<file path="config.mk">
export PLATFORM = sky130hd
export DESIGN_NAME = mau_addr_unit
export DESIGN_NICKNAME = d
export VERILOG_FILES = /design/src/rtl/mau_pkg.sv /design/src/rtl/mau_byte_reg.sv /design/src/rtl/mau_x_index.sv /design/src/rtl/mau_low_sel.sv /design/src/rtl/mau_addr_unit.sv
export SDC_FILE = /design/constraint.sdc
export NUM_CORES = 1
export LEC_CHECK = 0
export BUFFER_PORTS_ARGS = -buffer_cell sky130_fd_sc_hd__buf_4
export CAP_MARGIN = 10
export CORE_ASPECT_RATIO = 0.75
export CORE_MARGIN = 4
export CORE_UTILIZATION = 34
export DETAILED_ROUTE_END_ITERATION = 6
export PLACE_DENSITY = 0.62
export SLEW_MARGIN = 0
export SYNTH_ARGS = -nofsm -noshare
export SYNTH_HDL_FRONTEND = slang
export SYNTH_HIERARCHICAL = 1
export SYNTH_SLANG_ARGS = --single-unit
</file>
<file path="constraint.sdc">
create_clock -name clk_i -period 2.7 [get_ports clk_i]
set_clock_uncertainty 0.1 [all_clocks]
set_input_delay 0.675 -clock clk_i [delete_from_list [all_inputs] [get_ports clk_i]]
set_output_delay 0.675 -clock clk_i [all_outputs]
set_load 0.02 [all_outputs]
</file>
<file path="src/rtl/mau_pkg.sv">
package mau_pkg;
  localparam int unsigned BYTE_W = 8;
  localparam int unsigned NIB_W  = BYTE_W / 2;
  localparam int unsigned ADDR_W = 2 * BYTE_W;
  localparam int unsigned N_LO   = 3;  // low-byte sources, priority order: x, u, v

  typedef logic [BYTE_W-1:0] byte_t;

  function automatic byte_t default_byte(input bit ones);
    return ones ? {BYTE_W{1'b1}} : {BYTE_W{1'b0}};
  endfunction
endpackage

</file>
<file path="src/rtl/mau_byte_reg.sv">
module mau_byte_reg
  import mau_pkg::*;
(
  input  logic  clk_i,
  input  logic  rst_ni,
  input  logic  ld_i,
  input  byte_t d_i,
  output byte_t q_o
);
  always_ff @(posedge clk_i or negedge rst_ni) begin
    if (!rst_ni)   q_o <= '0;
    else if (ld_i) q_o <= d_i;
  end

  p_load_r4: assert property (@(posedge clk_i) disable iff (!rst_ni)
    ld_i |=> q_o == $past(d_i));
endmodule

</file>
<file path="src/rtl/mau_x_index.sv">
module mau_x_index
  import mau_pkg::*;
(
  input  logic  clk_i,
  input  logic  rst_ni,
  input  byte_t bus_i,
  input  logic  ld_i,
  input  logic  ld_lo_i,
  input  logic  ld_hi_i,
  input  logic  inc_i,
  output byte_t x_o
);
  logic  any_ld;
  byte_t x_next;

  assign any_ld = ld_i | ld_lo_i | ld_hi_i;

  always_comb begin
    x_next = x_o;
    if (any_ld) begin
      if (ld_i || ld_lo_i) x_next[NIB_W-1:0]      = bus_i[NIB_W-1:0];
      if (ld_i || ld_hi_i) x_next[BYTE_W-1:NIB_W] = bus_i[BYTE_W-1:NIB_W];
    end else if (inc_i) begin
      x_next = x_o + byte_t'(1);  // wraps, no carry out
    end
  end

  always_ff @(posedge clk_i or negedge rst_ni) begin
    if (!rst_ni) x_o <= '0;
    else         x_o <= x_next;
  end

  p_inc_wrap_r5: assert property (@(posedge clk_i) disable iff (!rst_ni)
    (inc_i && !any_ld) |=> x_o == byte_t'($past(x_o) + 8'd1));
  p_load_wins_r7: assert property (@(posedge clk_i) disable iff (!rst_ni)
    (ld_i && inc_i) |=> x_o == $past(bus_i));
  p_lo_keeps_hi_r6: assert property (@(posedge clk_i) disable iff (!rst_ni)
    (ld_lo_i && !ld_i && !ld_hi_i) |=> x_o[BYTE_W-1:NIB_W] == $past(x_o[BYTE_W-1:NIB_W]));
endmodule

</file>
<file path="src/rtl/mau_low_sel.sv">
module mau_low_sel
  import mau_pkg::*;
#(
  parameter bit DEF_ONES = 1'b0
) (
  input  logic            clk_i,
  input  logic            rst_ni,
  input  logic [N_LO-1:0] en_i,
  input  byte_t           src_i [N_LO],
  output byte_t           lo_o,
  output logic            err_o
);
  logic multi;

  assign multi = $countones(en_i) > 1;

  always_comb begin
    lo_o = default_byte(DEF_ONES);
    for (int i = N_LO - 1; i >= 0; i--) begin
      if (en_i[i]) lo_o = src_i[i];
    end
  end

  always_ff @(posedge clk_i or negedge rst_ni) begin
    if (!rst_ni)    err_o <= 1'b0;
    else if (multi) err_o <= 1'b1;
  end

  p_err_set_r8: assert property (@(posedge clk_i) disable iff (!rst_ni)
    multi |=> err_o);
  p_err_sticky_r8: assert property (@(posedge clk_i) disable iff (!rst_ni)
    err_o |=> err_o);
  p_top_prio_r8: assert property (@(posedge clk_i) disable iff (!rst_ni)
    en_i[0] |-> lo_o == src_i[0]);
endmodule

</file>
<file path="src/rtl/mau_addr_unit.sv">
module mau_addr_unit
  import mau_pkg::*;
#(
  parameter bit DEF_ONES = 1'b0
) (
  input  logic        clk_i,
  input  logic        rst_ni,
  input  logic [7:0]  bus_i,
  input  logic        ld_x_i,
  input  logic        ld_xlo_i,
  input  logic        ld_xhi_i,
  input  logic        inc_x_i,
  input  logic        ld_u_i,
  input  logic        ld_v_i,
  input  logic        ld_y_i,
  input  logic        en_y_i,
  input  logic        en_x_i,
  input  logic        en_u_i,
  input  logic        en_v_i,
  output logic [15:0] addr_o,
  output logic        err_o
);
  localparam byte_t DEF = default_byte(DEF_ONES);

  byte_t x_q, y_q, lo;
  byte_t regs_q [N_LO];  // 0:x 1:u 2:v
  logic [N_LO-1:0] lo_ld, lo_en;

  assign lo_ld = {ld_v_i, ld_u_i, 1'b0};
  assign lo_en = {en_v_i, en_u_i, en_x_i};

  mau_x_index i_x (
    .clk_i, .rst_ni, .bus_i,
    .ld_i(ld_x_i), .ld_lo_i(ld_xlo_i), .ld_hi_i(ld_xhi_i), .inc_i(inc_x_i),
    .x_o(x_q)
  );
  assign regs_q[0] = x_q;

  for (genvar g = 1; g < N_LO; g++) begin : g_idx
    mau_byte_reg i_reg (
      .clk_i, .rst_ni, .ld_i(lo_ld[g]), .d_i(bus_i), .q_o(regs_q[g])
    );
  end

  mau_byte_reg i_y (
    .clk_i, .rst_ni, .ld_i(ld_y_i), .d_i(bus_i), .q_o(y_q)
  );

  mau_low_sel #(.DEF_ONES(DEF_ONES)) i_sel (
    .clk_i, .rst_ni, .en_i(lo_en), .src_i(regs_q), .lo_o(lo), .err_o
  );

  assign addr_o = {en_y_i ? y_q : DEF, lo};

  p_hi_default_r1: assert property (@(posedge clk_i) disable iff (!rst_ni)
    !en_y_i |-> addr_o[15:8] == DEF);
  p_spare_cell_r3: assert property (@(posedge clk_i) disable iff (!rst_ni)
    (!en_y_i && lo_en == '0) |-> addr_o == {DEF, DEF});
  p_inc_keeps_y_r5: assert property (@(posedge clk_i) disable iff (!rst_ni)
    (inc_x_i && !ld_y_i) |=> $stable(y_q));
endmodule

</file>
==> flow_metrics.tcl, run 1 <==
set metrics [dict create \
    synth_top_family_by_area "multiplexers" \
    vias 1313 \
    fmax_mhz 471 \
    yosys_warnings 6 \
    use_met2 0.180 \
    worstMarginPinSlew_ns 0.565 \
    synth_seq_area_share 0.454 \
    n_antenna_cell 0 \
    finalSetupViolations 0 \
    rsz0062_at_grt "no" \
    drive_above_1_share 0.374 \
    yosysTopAreaCell "dfrtp_1" \
    synth_flop_cell "dfrtp_1" \
    viasPerCell 4.92 \
    status "completed" \
    grt_pass1_vias 1327 \
    wl_per_cell_um 15.5 \
    synth.most_common_cell "dfrtp_1" \
    clk_path_buf_depth 2 \
    start_util 0.361 \
    cap_violations 0 \
    p_per_area_mw_per_mm2 547 \
    numPortBuffers 37 \
    crit_top_cell "buf_4" \
    worstPathCellList "buf_4 -> nand3b_1 -> a21oi_1 -> buf_4" \
    setup-tns-final_ns 0 \
    place_inst 259 \
    cp_max_fo 17 \
    dp_hpwl_mm 3.07 \
    finalHoldViolCount 0 \
    cts_hold_buf 0 \
    slew_violations 0 \
    num_io_pins 38 \
    grt_use_total 0.133 \
    final_nets 217 \
    dieArea_mm2 0.00660 \
    min_path_type "in -> async" \
    endpoint_kind "primary output" \
    syn-cell-area_mm2 0.00182 \
    cts_max_level 2 \
    grt_antenna_before_repair 0 \
    drc 0 \
    busiest_layer "met1" \
    cts_tree "built" \
    cp.required_ns 1.92 \
    cts_resized 0 \
    synthToLayoutAreaGrowth_pct 21.8 \
    multi_input_area_um2 933 \
    syn_nets 179 \
    postCtsSetupBuffers 0 \
    synth.area.top_cells "dfrtp_1 45%, mux2_4 20%, a21oi_1 4.7%, nand3b_1 4.1%, nor2b_1 3.1%" \
    synthMuxAreaShare 0.203 \
    fill_cells 476 \
    period_share 0.786 \
    synthArstFlopShare 1.00 \
    synth_xor_area_frac 0.00962 \
    peakVddDrop_uv 247 \
    use_met1 0.192 \
    grt_use_met3 0.0609 \
    synth-seq-cells 33 \
    startpoint_type "primary input" \
    period_minus_slack_ns 2.12 \
    crit_arrival_ns 1.35 \
    drt-total-wl_mm 4.14 \
    fp.dieH_um 71.4 \
    synth_adder_area_share 0.0137 \
    antenna_left 0 \
    grt_max_degree 34 \
    yosysUniqueCellTypes 34 \
    worstSetupPathType "in -> out" \
    overflow 0 \
    avgSynthCellArea_um2 11.7 \
    synth_simple_gate_area_frac 0.186 \
    leakage_nw 0.990 \
    clock_sinks 33 \
    synthTopCellsByCount "33 x dfrtp_1, 24 x mux2_4, 17 x a21oi_1, 10 x nand3b_1, 10 x nor2_1" \
    core_area_mm2 0.00504 \
    rows 22 \
    grt_pass1_wl_mm 6.78 \
    slew_headroom 0.622 \
    layout.cells.non_filler 267 \
    path_clk_slew_ns 0.07 \
    insertion_delay_ns 0.29 \
    root_buffer "clkbuf_8" \
    firstDrtPassIters 5 \
    cp_slowest_cell "a21oi_1" \
    syn_inst 156 \
    slowest_delay_ns 0.17 \
    synth_compound_area_frac 0.100 \
    cts_made_buffers 5 \
    die_w_um 92.5 \
    seqCellArea_um2 826 \
    drtIter0Drc 70 \
    gp_congestion 0.781 \
    synth_edf_count 0 \
    synth_top_area_frac 0.454 \
]
[power by group]
group / switching (mW) / internal [mW]
logic: 0.126 / 0.139
clock network: 0.191 / 0.178
registers: 0.0383 / 0.541
total: 0.356 / 0.858
[stage by stage]
stage          setup WS (ns)  hold slack, ns  power (mW)   util  instance area (µm²)
2_1_floorplan          0.640           0.279       0.749      -                 1820
3_3_place_gp           0.586           0.367       0.853  0.423                 2130
3_5_place_dp           0.580           0.382       0.854  0.423                 2130
4_1_cts                0.580           0.235        1.23  0.440                 2220
5_1_grt                0.523           0.246        1.28  0.440                 2220
6_report               0.578           0.218        1.21  0.440                 2220
[state kept, by name, indices dropped and copies added (netlist names)]
name             flops
i_x/x_o              8
g_idx.i_reg/q_o     16
i_y/q_o              8
i_sel/err_o          1
[cell usage in the layout, fill, tap and decap left out, drive strengths merged, types with 4 or more instances in the layout]
master / instances
mux2: 24
nand3b: 10
clkbuf: 5
nand3: 5
nor2b: 9
or3: 4
buf: 37
dfrtp: 33
a21oi: 18
nor2: 10
nand2: 4
and2: 8
[worst max-delay path: cells and delay by family]
family | cells | cell delay [ns]
buffers and inverters | 2 | 0.33
AOI/OAI and AO/OA | 1 | 0.17
and+or+nand+nor | 1 | 0.16
[final cells by class]
type / count / share of cell area
Multi-Input combinational cell: 116 / 0.421
Tap cell: 72 / 0.0406
Sequential cell: 33 / 0.372
Timing Repair Buffer: 37 / 0.125
Clock buffer: 5 / 0.0310
Inverter: 1 / 0.00169
Clock inverter: 3 / 0.00790
[kinds of logic after synthesis]
kind of cell / count (synthesis)
AOI/OAI and AO/OA: 29
xor gates and xnor gates: 2
adders and majority gates: 2
buffers and inverters: 7
DFF: 33
muxes: 25
and+or+nand+nor: 58
[worst paths after layout]
path | start | endpoint | slack (ns) | depth (start not counted)
worst max-delay path | en_u_i | addr_o[5] | 0.58 | 4
worst min-delay path | rst_ni | i_y/q_o[2] | 0.22 | 1
worst max register to register | i_x/x_o[0] | i_x/x_o[6] | 1.11 | 4
worst min register to register | i_sel/err_o | i_sel/err_o | 0.40 | 1
max in group asynchronous | rst_ni | g_idx[1].i_reg/q_o[2] | 1.98 | 1
min in group clk_i | i_sel/err_o | i_sel/err_o | 0.40 | 1
[per-layer routing]
layer  routed length, µm  vias to the layer above
li1                    -                      634
met1                2170                      626
met2                1600                       49
met3                 346                        4
met4                  24                        0
met5                   0                        -
Note: power is estimated with default switching activity, not from simulation.
==> run 2, diff against run 1 <==
==> constraint.sdc (replaced) <==
create_clock -name clk_i -period 2.2 [get_ports clk_i]
set_clock_uncertainty 0.1 [all_clocks]
set_input_delay 0.55 -clock clk_i [delete_from_list [all_inputs] [get_ports clk_i]]
set_output_delay 0.55 -clock clk_i [all_outputs]
set_load 0.02 [all_outputs]
==> run 2 against run 1 <==
  * Sequential share of layout area down 0.62 points
  * Global-route usage fell by 0.43 points
  * Highest routed layer unchanged
  * First-iteration DRC count decreased by 16%
  * Clock power increased by 59%
  * Wire length shrank 1.2%
  * Critical path depth is the same
  * Combinational power rose by 23%
  * Power rose by 34%
==> flow_metrics.tcl, run 2 (synthesized netlist as in run 1, its figures left out) <==
set metrics [dict create \
    status "completed" \
    grt_use_total 0.129 \
    root_buffer "clkbuf_8" \
    top_regs "g_idx.i_reg/q_o (16), i_x/x_o (8), i_y/q_o (8)" \
    insertion_delay_ns 0.27 \
    cts_resized 0 \
    r2r_start "i_x/x_o[0]" \
    crit_cells 4 \
    drc 0 \
    clk_path_buf_depth 2 \
    fin_util 0.448 \
    worst_hold_slack_ns 0.105 \
    largest_register_ff_count 16 \
    dp_hpwl_mm 3.07 \
    rows 22 \
    rsz0062_at_grt "no" \
    layout_common_cells "38 x buf_4, 33 x dfrtp_1, 24 x mux2_4" \
    startpoint_type "primary input" \
    worstPathCellList "buf_4 -> nand3b_1 -> a21oi_1 -> buf_4" \
    endpoint_kind "primary output" \
    crit_arrival_ns 1.21 \
    worstMarginPinSlew_ns 0.454 \
    grt_pass1_vias 1282 \
    totalPowerFinal_mw 1.62 \
    overflow 0 \
    cts_made_buffers 5 \
    place_inst 260 \
    worstSetupPathType "in -> out" \
    cts_tree "built" \
    path_clk_slew_ns 0.07 \
    critPathTopFamily "buffers and inverters" \
    drive_above_1_share 0.372 \
    postCtsSetupBuffers 0 \
    min_path_type "in -> async" \
    firstDrtPassIters 4 \
    n_antenna_cell 0 \
    crit_top_cell "buf_4" \
    start_util 0.361 \
    numPortBuffers 37 \
    fin_area_mm2 0.00225 \
    wl_per_cell_um 15.3 \
    num_io_pins 38 \
    core_area_mm2 0.00504 \
    cp_slowest_cell "a21oi_1" \
    final_common_cell "buf_4" \
    slew_headroom 0.696 \
    cts_hold_buf 0 \
    antenna_left 0 \
    synthToLayoutAreaGrowth_pct 23.8 \
    clock_sinks 33 \
    slew_violations 0 \
    reg2reg_depth 4 \
    setup-tns-final_ns 0 \
    dieArea_mm2 0.00660 \
    cp.buffers_inverters 2 \
    fmax_mhz 536 \
    slowest_delay_ns 0.17 \
    period_minus_slack_ns 1.86 \
    setup_ws_ns 0.335 \
    p_per_area_mw_per_mm2 720 \
    cp_max_fo 17 \
    cp.required_ns 1.55 \
    rrSetupSlack_ns 0.62 \
    layout.cells.non_filler 268 \
    final_nets 218 \
    grt_pass1_wl_mm 6.73 \
    viasPerCell 4.89 \
    finalHoldViolCount 0 \
    peakVddDrop_uv 236 \
    period_share 0.848 \
    die_w_um 92.5 \
    vias 1311 \
    grt_max_degree 34 \
    dp_slack_ns 0.327 \
    fp.dieH_um 71.4 \
    leakage_nw 1.01 \
    dpl_cell_area_mm2 0.00214 \
    grt_antenna_before_repair 0 \
    drtIter0Drc 59 \
    cts_max_level 2 \
    r2r_end "i_x/x_o[6]" \
    gp_congestion 0.780 \
    drt-total-wl_mm 4.09 \
    largest_register "g_idx.i_reg/q_o" \
    cap_violations 0 \
    finalSetupViolations 0 \
]
-- run 2: cell types whose count changed in the layout (fill, tap and decap cells not counted) --
| cell | change |
|---|---|
| clkbuf_8 | +1 |
| clkinv_2 | -2 |
| bufinv_16 | +1 |
| clkinvlp_4 | -1 |
| buf_4 | +1 |
| clkbuf_1 | +1 |
-- run 2: area by class of cell --
type	count	area, µm²
Inverter	1	3.75
Clock buffer	7	86.3
Fill cell	480	2780
Multi-Input combinational cell	116	933
Timing Repair Buffer	38	285
Sequential cell	33	826
Clock inverter	1	30.0
Tap cell	72	90.1
-- run 2: report_power, final --
| group | internal (mW) | total, mW | leakage [nW] | switching, mW |
|---|---|---|---|---|
| Sequential | 0.665 | 0.713 | 0.381 | 0.0479 |
| Combinational | 0.171 | 0.325 | 0.570 | 0.153 |
| Clock | 0.369 | 0.587 | 0.0585 | 0.217 |
-- run 2: per-layer routing --
metal | vias to the layer above | global-route usage | part of all wire
li1 | 637 | - | -
met1 | 638 | 0.199 | 0.53
met2 | 34 | 0.170 | 0.40
met3 | 2 | 0.0493 | 0.068
met4 | 0 | 0.0198 | 0.0017
met5 | - | 0 | 0
-- run 2: how the worst max path moves through the flow --
stage | slack [ns] | from | to
global route | 0.28 | en_u_i | addr_o[7]
CTS | 0.33 | en_u_i | addr_o[7]
global placement | 0.34 | en_u_i | addr_o[2]
floorplan | 0.39 | en_x_i | addr_o[3]
finish | 0.34 | en_u_i | addr_o[3]
detailed placement | 0.33 | en_u_i | addr_o[7]
-- run 2: worst reg2reg max path, stage by stage (launching register included) --
cell     delay [ns]
dfrtp_1        0.46
ha_1           0.24
nand4_1        0.16
or3_1          0.38
a31oi_1        0.17
